<file path="config.mk">
export PLATFORM = sky130hd
export DESIGN_NAME = hkd_diversifier
export DESIGN_NICKNAME = d
export VERILOG_FILES = /design/src/rtl/hkd_pkg.sv /design/src/rtl/hkd_secret_bank.sv /design/src/rtl/hkd_block_pad.sv /design/src/rtl/hkd_sha1_engine.sv /design/src/rtl/hkd_diversifier.sv
export SDC_FILE = /design/constraint.sdc
export NUM_CORES = 2
export LEC_CHECK = 0
export BUFFER_PORTS_ARGS = -buffer_cell sky130_fd_sc_hd__buf_2
export CAP_MARGIN = 10
export CELL_PAD_IN_SITES_DETAIL_PLACEMENT = 0
export CELL_PAD_IN_SITES_GLOBAL_PLACEMENT = 2
export CORE_MARGIN = 10
export CORE_UTILIZATION = 40
export DETAILED_ROUTE_END_ITERATION = 10
export PLACE_DENSITY = 0.83
export SYNTH_ARGS = -nofsm -noshare
export SYNTH_HDL_FRONTEND = slang
export SYNTH_SLANG_ARGS = --single-unit
</file>
<file path="constraint.sdc">
create_clock -name clk -period 20.7 [get_ports clk]
set_clock_uncertainty 0.2 [all_clocks]
set_input_delay 2.07 -clock clk [delete_from_list [all_inputs] [get_ports clk]]
set_output_delay 2.07 -clock clk [all_outputs]
set_load 0.02 [all_outputs]
</file>
<file path="src/rtl/hkd_pkg.sv">
package hkd_pkg;
  localparam int ROUNDS    = 80;
  localparam int BLOCK_W   = 512;
  localparam int DIGEST_W  = 160;
  localparam int LENFLD_W  = 64;

  localparam logic [31:0] IV0 = 32'h67452301;
  localparam logic [31:0] IV1 = 32'hEFCDAB89;
  localparam logic [31:0] IV2 = 32'h98BADCFE;
  localparam logic [31:0] IV3 = 32'h10325476;
  localparam logic [31:0] IV4 = 32'hC3D2E1F0;

  function automatic logic [31:0] rotl(input logic [31:0] x, input int n);
    return (x << n) | (x >> (32 - n));
  endfunction

  // Round-dependent boolean mix of the b, c, d words.
  function automatic logic [31:0] mix(input logic [6:0] r, input logic [31:0] b,
                                      input logic [31:0] c, input logic [31:0] d);
    if (r < 7'd20)      return (b & c) | (~b & d);
    else if (r < 7'd40) return b ^ c ^ d;
    else if (r < 7'd60) return (b & c) | (b & d) | (c & d);
    else                return b ^ c ^ d;
  endfunction

  function automatic logic [31:0] rconst(input logic [6:0] r);
    if (r < 7'd20)      return 32'h5A827999;
    else if (r < 7'd40) return 32'h6ED9EBA1;
    else if (r < 7'd60) return 32'h8F1BBCDC;
    else                return 32'hCA62C1D6;
  endfunction
endpackage

</file>
<file path="src/rtl/hkd_secret_bank.sv">
module hkd_secret_bank #(
  parameter int SLOT_CNT = 12,
  parameter int IDX_W    = 4,
  parameter int SECRET_W = 64
) (
  input  logic                clk,
  input  logic                rst_n,
  input  logic                we,
  input  logic [IDX_W-1:0]    waddr,
  input  logic [SECRET_W-1:0] wdata,
  input  logic                lock_set,
  input  logic [IDX_W-1:0]    rd_idx,
  output logic [SECRET_W-1:0] rd_data,
  output logic                locked
);
  logic [SLOT_CNT-1:0][SECRET_W-1:0] mem_q;
  logic                              lock_q;

  always_ff @(posedge clk) begin
    if (!rst_n) begin
      lock_q <= 1'b0;
    end else if (lock_set) begin
      lock_q <= 1'b1;
    end
  end

  for (genvar s = 0; s < SLOT_CNT; s++) begin : g_slot
    logic hit;
    assign hit = we && !lock_q && (int'(waddr) == s);
    always_ff @(posedge clk) begin
      if (!rst_n)   mem_q[s] <= '0;
      else if (hit) mem_q[s] <= wdata;
    end
  end

  // Internal read port only: feeds the block builder, never a block output.
  always_comb begin
    rd_data = '0;
    for (int s = 0; s < SLOT_CNT; s++)
      if (int'(rd_idx) == s) rd_data = mem_q[s];
  end

  assign locked = lock_q;

  AST_LOCK_STICKY: assert property (@(posedge clk) disable iff (!rst_n)
    locked |=> locked);
  AST_FROZEN_WHEN_LOCKED: assert property (@(posedge clk) disable iff (!rst_n)
    locked |=> $stable(mem_q));
endmodule

</file>
<file path="src/rtl/hkd_block_pad.sv">
module hkd_block_pad
  import hkd_pkg::*;
#(
  parameter int SECRET_W = 64,
  parameter int ID_W     = 64,
  parameter int KID_W    = 64
) (
  input  logic [SECRET_W-1:0] secret,
  input  logic [ID_W-1:0]     id,
  input  logic [KID_W-1:0]    kid,
  output logic [BLOCK_W-1:0]  blk,
  output logic                too_long
);
  localparam int MSG_W  = SECRET_W + ID_W + KID_W;
  localparam int ROOM_W = BLOCK_W - LENFLD_W - 8;

  if (MSG_W <= ROOM_W) begin : g_fit
    localparam int FILL_W = BLOCK_W - MSG_W - 1 - LENFLD_W;
    assign blk      = {secret, id, kid, 1'b1, {FILL_W{1'b0}}, LENFLD_W'(MSG_W)};
    assign too_long = 1'b0;
  end else begin : g_overflow
    logic unused_in;
    assign unused_in = ^{secret, id, kid};
    assign blk       = '0;
    assign too_long  = 1'b1;
  end
endmodule

</file>
<file path="src/rtl/hkd_sha1_engine.sv">
module hkd_sha1_engine
  import hkd_pkg::*;
(
  input  logic                clk,
  input  logic                rst_n,
  input  logic                load,
  input  logic [BLOCK_W-1:0]  blk,
  output logic                busy,
  output logic                done,
  output logic [DIGEST_W-1:0] digest
);
  logic [15:0][31:0] win_q;
  logic [31:0] a_q, b_q, c_q, d_q, e_q;
  logic [6:0]  rnd_q;
  logic        busy_q, done_q;
  logic [DIGEST_W-1:0] dig_q;

  logic [31:0] sched_next, t_word;
  logic        round_last;

  assign sched_next = rotl(win_q[13] ^ win_q[8] ^ win_q[2] ^ win_q[0], 1);
  assign t_word     = rotl(a_q, 5) + mix(rnd_q, b_q, c_q, d_q) + e_q + rconst(rnd_q) + win_q[0];
  assign round_last = busy_q && (rnd_q == 7'(ROUNDS - 1));

  always_ff @(posedge clk) begin
    if (!rst_n) begin
      busy_q <= 1'b0;
      done_q <= 1'b0;
      dig_q  <= '0;
      rnd_q  <= '0;
      win_q  <= '0;
      {a_q, b_q, c_q, d_q, e_q} <= '0;
    end else begin
      done_q <= 1'b0;
      if (load && !busy_q) begin
        for (int j = 0; j < 16; j++) win_q[j] <= blk[BLOCK_W-1-32*j -: 32];
        {a_q, b_q, c_q, d_q, e_q} <= {IV0, IV1, IV2, IV3, IV4};
        rnd_q  <= '0;
        busy_q <= 1'b1;
      end else if (busy_q) begin
        for (int j = 0; j < 15; j++) win_q[j] <= win_q[j+1];
        win_q[15] <= sched_next;
        a_q <= t_word;
        b_q <= a_q;
        c_q <= rotl(b_q, 30);
        d_q <= c_q;
        e_q <= d_q;
        rnd_q <= rnd_q + 7'd1;
        if (round_last) begin
          busy_q <= 1'b0;
          done_q <= 1'b1;
          dig_q  <= {IV0 + t_word, IV1 + a_q, IV2 + rotl(b_q, 30), IV3 + c_q, IV4 + d_q};
        end
      end
    end
  end

  assign busy   = busy_q;
  assign done   = done_q;
  assign digest = dig_q;

  AST_ROUND_RANGE: assert property (@(posedge clk) disable iff (!rst_n)
    busy_q |-> (rnd_q < 7'(ROUNDS)));
  AST_DONE_ON_FALL: assert property (@(posedge clk) disable iff (!rst_n)
    done_q |-> $fell(busy_q));
  AST_DONE_SINGLE: assert property (@(posedge clk) disable iff (!rst_n)
    done_q |=> !done_q);
  AST_DIGEST_HELD: assert property (@(posedge clk) disable iff (!rst_n)
    !done_q |-> $stable(dig_q));
endmodule

</file>
<file path="src/rtl/hkd_diversifier.sv">
module hkd_diversifier
  import hkd_pkg::*;
#(
  parameter int SLOT_CNT = 12,
  parameter int IDX_W    = 4,
  parameter int SECRET_W = 64,
  parameter int ID_W     = 64,
  parameter int KID_W    = 64
) (
  input  logic                clk,
  input  logic                rst_n,
  input  logic                slot_we,
  input  logic [IDX_W-1:0]    slot_waddr,
  input  logic [SECRET_W-1:0] slot_wdata,
  input  logic                lock_set,
  input  logic                start,
  input  logic [IDX_W-1:0]    slot_sel,
  input  logic [ID_W-1:0]     tag_id,
  input  logic [KID_W-1:0]    kid,
  output logic                busy,
  output logic                done,
  output logic                err,
  output logic                locked,
  output logic [DIGEST_W-1:0] digest
);
  logic [SECRET_W-1:0] sel_secret;
  logic [BLOCK_W-1:0]  block;
  logic                too_long, sel_ok, accept, refuse, err_q;

  hkd_secret_bank #(.SLOT_CNT(SLOT_CNT), .IDX_W(IDX_W), .SECRET_W(SECRET_W)) u_bank (
    .clk(clk), .rst_n(rst_n), .we(slot_we), .waddr(slot_waddr), .wdata(slot_wdata),
    .lock_set(lock_set), .rd_idx(slot_sel), .rd_data(sel_secret), .locked(locked));

  hkd_block_pad #(.SECRET_W(SECRET_W), .ID_W(ID_W), .KID_W(KID_W)) u_pad (
    .secret(sel_secret), .id(tag_id), .kid(kid), .blk(block), .too_long(too_long));

  assign sel_ok = int'(slot_sel) < SLOT_CNT;
  assign accept = start && !busy && sel_ok && !too_long;
  assign refuse = start && !busy && !(sel_ok && !too_long);

  hkd_sha1_engine u_eng (
    .clk(clk), .rst_n(rst_n), .load(accept), .blk(block),
    .busy(busy), .done(done), .digest(digest));

  always_ff @(posedge clk) begin
    if (!rst_n) err_q <= 1'b0;
    else        err_q <= refuse;
  end
  assign err = err_q;

  AST_ERR_QUIET: assert property (@(posedge clk) disable iff (!rst_n)
    err |-> (!busy && !done));
  AST_ERR_PULSE: assert property (@(posedge clk) disable iff (!rst_n)
    err |=> !err || $past(start));
  AST_BUSY_FROM_START: assert property (@(posedge clk) disable iff (!rst_n)
    $rose(busy) |-> $past(start));
endmodule

</file>
# Word-level counts from Yosys, hierarchy flattened
# Cells that the tools add are included.
[classes]
n_reduce_logical = 27
shifts = 0
n_lt_le_gt_ge = 4
multipliers = 0
bitwise = 19
n_div = 0
n_mux = 34
addsub = 10
n_eq_ne = 23
[ops]
columns = ["cell", "n"]
rows = [
  ["488-bit 2-to-1 mux", 2],
  ["64-bit 2-to-1 mux", 12],
  ["32-bit 2-to-1 mux", 11],
  ["32-bit XOR", 5],
  ["32-bit adder", 4],
  ["32-bit bitwise AND", 4],
  ["32-bit adder (first input constant)", 3],
  ["32-bit bitwise OR", 3],
  ["31-bit 2-to-1 mux", 3],
  ["4-bit equality test (second input constant)", 16],
  ["29-bit 2-to-1 mux", 2],
  ["29-bit by 32-bit adder with 32-bit output (first input constant)", 1],
  ["31-bit by 32-bit adder with 32-bit output (first input constant)", 1],
  ["32-bit inverter", 1],
  ["32-bit by 1-bit bitwise OR with 32-bit output", 1],
  ["32-bit by 30-bit bitwise OR with 32-bit output", 1],
  ["32-bit by 5-bit bitwise OR with 32-bit output", 1],
  ["1-bit logical AND", 18],
  ["4-bit by 3-bit equality test with 1-bit output (second input constant)", 4],
  ["7-bit by 6-bit less-than comparator with 1-bit output (second input constant)", 2],
  ["4-bit by 2-bit equality test with 1-bit output (second input constant)", 2],
  ["4-bit logical NOT", 2],
  ["7-bit by 1-bit adder with 7-bit output (second input constant)", 1],
  ["7-bit equality test (second input constant)", 1],
  ["other kinds (9)", 16],
]
[word_totals]
reg_bits = 1611
mem_count = 0
output_inout_bits = 164
romBits = 0
mem_bits_rw = 0
latchBits = 0

# Longest topological paths before layout
[logic_depth]
word_depth = 14
mapped_depth = 28

# Hierarchy
# A second synthesis with hierarchy kept.
[unflattened]
hier_cells = 10122
hier_area_um2 = 82844.5
[modules_own_cells]
columns = ["module", "cells_each", "area_each_um2", "n_inst"]
rows = [
  ["hkd_sha1_engine", 5148, 42982.5, 1],
  ["hkd_secret_bank", 4454, 35943.2, 1],
  ["hkd_block_pad", 515, 3858.7, 1],
  ["hkd_diversifier", 5, 60.1, 1],
]

# Least setup slack after synthesis
# OpenSTA, ideal clock, no wires.
[synth_path]
kind = "register -> register"
from = "register u_eng.rnd_q[3]"
to = "register u_eng.dig_q[159] (netlist: u_eng.digest[159])"
setup_ns = 0.122
path_slack_ns = 14.107
n_path_buf = 2
stages_incl_launch_ff = 26
arrival_ns = 6.271
path_cell_list = "dfxtp_1 clkbuf_1 o21a_1 nor2_1 nand2_1 inv_1 nor2_1 clkbuf_1 o221a_2 fa_1 inv_1 fa_1 fa_1 inv_1 ha_1 fa_1 a211oi_2 o31ai_4 o211a_1 or3_1 and3_1 and3_2 o2111a_1 o31ai_1 and3_2 nor3_2"
[synth_via]
elab_chain_cells = 9
elab_cells_between_ends = 17
cone_classes = "add/sub: 5; order compare: 3; eq/ne: 1; mux: 6; reduce/logical: 2"
[synth_rtl]
columns = ["item", "line_no", "rtl"]
rows = [
  ["start: declaration", "hkd_sha1_engine.sv:14", "logic [6:0] rnd_q;"],
  ["start signal: assignment", "hkd_sha1_engine.sv:48", "rnd_q <= rnd_q + 7'd1;"],
  ["7-bit by 6-bit less-than comparator with 1-bit output", "hkd_pkg.sv:22, hkd_pkg.sv:29", ""],
  ["32-bit 2-to-1 mux", "hkd_pkg.sv:22", "else if (r < 7'd60) return (b & c) | (b & d) | (c & d);"],
  ["32-bit 2-to-1 mux", "hkd_pkg.sv:21", "else if (r < 7'd40) return b ^ c ^ d;"],
  ["32-bit 2-to-1 mux", "hkd_pkg.sv:20", "if (r < 7'd20) return (b & c) | (~b & d);"],
  ["32-bit adder (4 in series)", "hkd_sha1_engine.sv:22", "assign t_word = rotl(a_q, 5) + mix(rnd_q, b_q, c_q, d_q) + e_q + rconst(rnd_q) + win_q[0];"],
  ["31-bit by 32-bit adder with 32-bit output", "hkd_sha1_engine.sv:52", "dig_q <= {IV0 + t_word, IV1 + a_q, IV2 + rotl(b_q, 30), IV3 + c_q, IV4 + d_q};"],
  ["end signal: assignment", "hkd_sha1_engine.sv:52", ""],
  ["end: declaration", "hkd_sha1_engine.sv:16", "logic [DIGEST_W-1:0] dig_q;"],
]
# Several ways; a longest one is shown, not always the timed one.
# A chain may end at the register's enable or synchronous reset.

# Final worst setup path
[layout_path]
from = "register u_eng.rnd_q[3]"
to = "register u_eng.dig_q[158] (netlist: u_eng.digest[158])"
# The elaborated chain is that of the path after synthesis.

==> metrics.md <==
| Metric | Value |
|---|---|
| Status | finished, final reports clean |
| Met1 global-route usage | 0.334 |
| Final Hold Fails | 0 |
| Met3 Usage GRT | 0.0373 |
| Crit path DAT | a little over 8000 ps |
| Nets | about 8700 |
| Synth top area cells | dfxtp_1 (46%), nand2_1 (11%), a21oi_1 (8.6%) |
| GR Layer Usage met2 | 0.429 |
| Initial drt markers | between 5000 and 6000 |
| Post-route antenna net violation count | 0 |
| Number of fill cells | 17200 |
| Initial antenna violation count | 38 |
| CTS clk-pin slew, worst paths | around 60 ps |
| Global-route wire length before repair | between 300000 and 400000 um |
| Tightest Hold Check Type | register to register |
| RR Startpoint | u_eng.rnd_q[3]$_SDFFE_PP0P_ |
| Post-synth EDFFs | 0 |
| Die Area | 0.192 mm2 |
| IO Port Bufs | ~370 |
| CTS Sinks | roughly 1600 |
| Top_reg_cell synth | dfxtp_1 |
| Register bit total from synthesis | ~1600 |
| Final Setup Violations | 0 |
| Core Region | roughly 0.17 mm2 |
| DPL Wire Length | 165000 um |
| Synth Net Count | between 8000 and 9000 |
| Most Crowded Layer GR | met2 |
| CTS max path bufs | 3 |
| Placed Cells | around 10000 |
| Post-DR wirelength/cell | roughly 24 um |
| Power Density | 95.1 mW/mm2 |
| Num CTS Buffers | approximately 180 |
| Layout cells sized above 1 | 0.101 |
| RSZ-0062 raised after global routing | false |
| Max transition margin | 0.146 |
| Synthesized area | approximately 0.070 mm2 |
| Crit. Startpoint | u_eng.rnd_q[3]$_SDFFE_PP0P_ |
| Die Width | 438 um |
| Top-count cell post-synth | nand2_1 |
| Layout Cells excl Fill | between 10000 and 15000 |
| Setup TNS | 0 ps |
| I/O Pins | ~370 |
| Setup CP Type | register to register |
| Min Clock Period, post-route | 7760 ps |
| Worst-Skew Late Latency | 820 ps |
| Worst vdd ir | 0.0806 mV |
| Final Max Tran Viols | 0 |
| Yosys top cell by area | dfxtp_1 |
| Cells after synthesis | between 8000 and 9000 |
| Tot GR Track Use | 0.257 |
| Share of the synthesized area in the top cell type | 0.461 |
| Max-Cap Viols | 0 |
| Critical Path Fanout Max | 18 |
| Pin count of the biggest net entering global routing | between 200 and 250 |
| DR pass1 iterations | 6 |
| Hold Path Origin | u_eng.digest[49]$_SDFFE_PN0P_ |
| Crit share post-route | 0.375 |
| FF-to-FF path depth | 24 |
| Root Driver | clkbuf_16 |
| Fmax | about 130 MHz |
| Worst slew pin tran | roughly 1300 ps |
| Via count | approximately 59000 |
| CTS tree | yes |
| Starting Density | 0.402 |
| Avg Cell Area, Syn | about 8.4 um2 |
| Synth warnings | 0 |
| Setup Fix Bufs, Post-CTS | 0 |
| Post-synth ARST share | 0 |
| Vias in the first global route | approximately 56000 |
| H-tree lvl count | 4 |
| Hold Crit Depth | 2 |
| Register area share after synthesis | 0.461 |
| Die Span Y | 438 um |
| Synth-to-layout area growth | 12.9% |
| Routed vias/inst | roughly 5.5 |
| Residual DRC | 0 |
| Worst Path Required | around 21000 ps |
| Final WL | 257000 um |
| P_leak | 28.0 nW |
| R2R setup slack | roughly 13000 ps |
| GPL Wtd Cong | slightly below 0.9 |
| Hold Buf Count CTS | 0 |
| Crit path launch type | register |
| Netlist cell types | between 90 and 100 |
| Total global routing overflow | 0 |
| WHS Endpoint | u_eng.digest[49]$_SDFFE_PN0P_ |
| Core Rows | about 150 |
| Post_cts resized | 0 |
| Endpoint class of the critical path | register |
| Post-synth top cells | nand2_1 (1963), dfxtp_1 (1611), a21oi_1 (1199), nor2_1 (659), clkbuf_1 (650) |
| Reg2reg end | u_eng.digest[158]$_SDFFE_PN0P_ |
## worst max-delay path, cell delays in order, from the launching register on
cell,delay (ps)
dfxtp_1,370
o21a_1,240
nor2_1,550
nand2_1,190
inv_1,330
nor2_2,240
buf_4,260
o221a_2,280
fa_1,500
inv_1,50
fa_1,470
fa_1,500
inv_1,50
ha_1,210
fa_1,480
a211oi_2,420
o31ai_4,170
o211ai_2,330
a31oi_1,160
xnor2_1,520
and3_1,410
nand2_1,140
o21ai_2,210
a211oi_2,90
o31a_1,280
## per-stage QoR
stage               hold slack (ps)  total power, W   util  area, um2  worst slack [ps]
finish                          246         0.00751  0.454      79000             12940
CTS                             248         0.00756  0.454      78900             12970
global placement                236         0.00434  0.420      73000             13090
global route                    261         0.00780  0.454      79000             12410
detailed placement              240         0.00435  0.420      73000             13000
floorplan                       232         0.00403      -      70000             14110
## routing by layer
layer  routed length, um  share of wire
met1              110000           0.43
met2              122000           0.48
met3               14500          0.056
met4               10500          0.041
met5                  97        0.00038
## where the power goes
| part | total (W) | switching (W) | internal, W |
|---|---|---|---|
| registers | 0.00327 | 0.000103 | 0.00317 |
| logic | 0.00103 | 0.000675 | 0.000356 |
| clock network | 0.00321 | 0.00133 | 0.00189 |
## area by class of cell
type | count | area (um2) | area share
well taps | 2325 | 2910 | 0.0368
clock inverters | 51 | 632 | 0.00800
clock buffers | 272 | 5300 | 0.0670
flip-flops and latches | 1611 | 32300 | 0.408
multi-input cells | 5865 | 34600 | 0.438
inverters | 180 | 683 | 0.00865
repair buffers | 463 | 2590 | 0.0328
diodes | 18 | 45.0 | 0.000570
## cell usage in the layout (no fill, tap or decap), types with 22 or more instances in the layout
| cell type | Yosys | final |
|---|---|---|
| clkbuf_16 | 0 | 176 |
| mux2i_1 | 517 | 517 |
| buf_4 | 1 | 92 |
| clkinv_2 | 0 | 23 |
| fa_1 | 119 | 119 |
| dfxtp_1 | 1611 | 1610 |
| nor3_1 | 40 | 35 |
| a22oi_1 | 211 | 211 |
| ha_1 | 47 | 47 |
| nor2_1 | 659 | 651 |
| nand3_1 | 39 | 36 |
| nand2_1 | 1963 | 1952 |
| a211oi_1 | 92 | 92 |
| clkbuf_8 | 0 | 53 |
| xor2_1 | 49 | 49 |
| o21ai_0 | 123 | 123 |
| clkbuf_1 | 650 | 43 |
| a22o_1 | 24 | 24 |
| a31oi_1 | 66 | 66 |
| buf_2 | 10 | 368 |
| a222oi_1 | 63 | 63 |
| a221oi_1 | 119 | 119 |
| and3_1 | 25 | 22 |
| inv_1 | 179 | 178 |
| a21oi_1 | 1199 | 1199 |
| xnor2_1 | 174 | 174 |
## worst max path at each step
stage,cells past startpoint,slack (ps),endpoint
finish,24,12940,u_eng.digest[158]$_SDFFE_PN0P_
floorplan,25,14110,u_eng.digest[159]$_SDFFE_PN0P_
global placement,24,13090,u_eng.digest[159]$_SDFFE_PN0P_
CTS,24,12970,u_eng.digest[159]$_SDFFE_PN0P_
detailed placement,24,13000,u_eng.digest[159]$_SDFFE_PN0P_
global route,24,12410,u_eng.digest[158]$_SDFFE_PN0P_
## logic make-up (layout without fill, tap and decap cells)
group | Yosys count | in the layout | synth area share
buffers and inverters | 881 | 966 | 0.0477
other | 0 | 18 | 0
adders and majority gates | 166 | 166 | 0.0425
xor gates and xnor gates | 225 | 225 | 0.0285
and+or+nand+nor | 2857 | 2857 | 0.162
AOI/OAI and AO/OA | 2096 | 2096 | 0.184
muxes | 521 | 521 | 0.0746
DFF | 1611 | 1611 | 0.461
## sequential cells by signal, summed over array words and instances (netlist names)
register       flops
err                1
u_bank.locked      1
u_bank.mem_q     768
u_eng.a_q         32
u_eng.b_q         32
u_eng.busy         1
u_eng.c_q         32
u_eng.d_q         32
u_eng.digest     160
u_eng.done         1
u_eng.e_q         32
u_eng.rnd_q        7
u_eng.win_q      512
No activity file was read; power rests on OpenSTA's default activity.
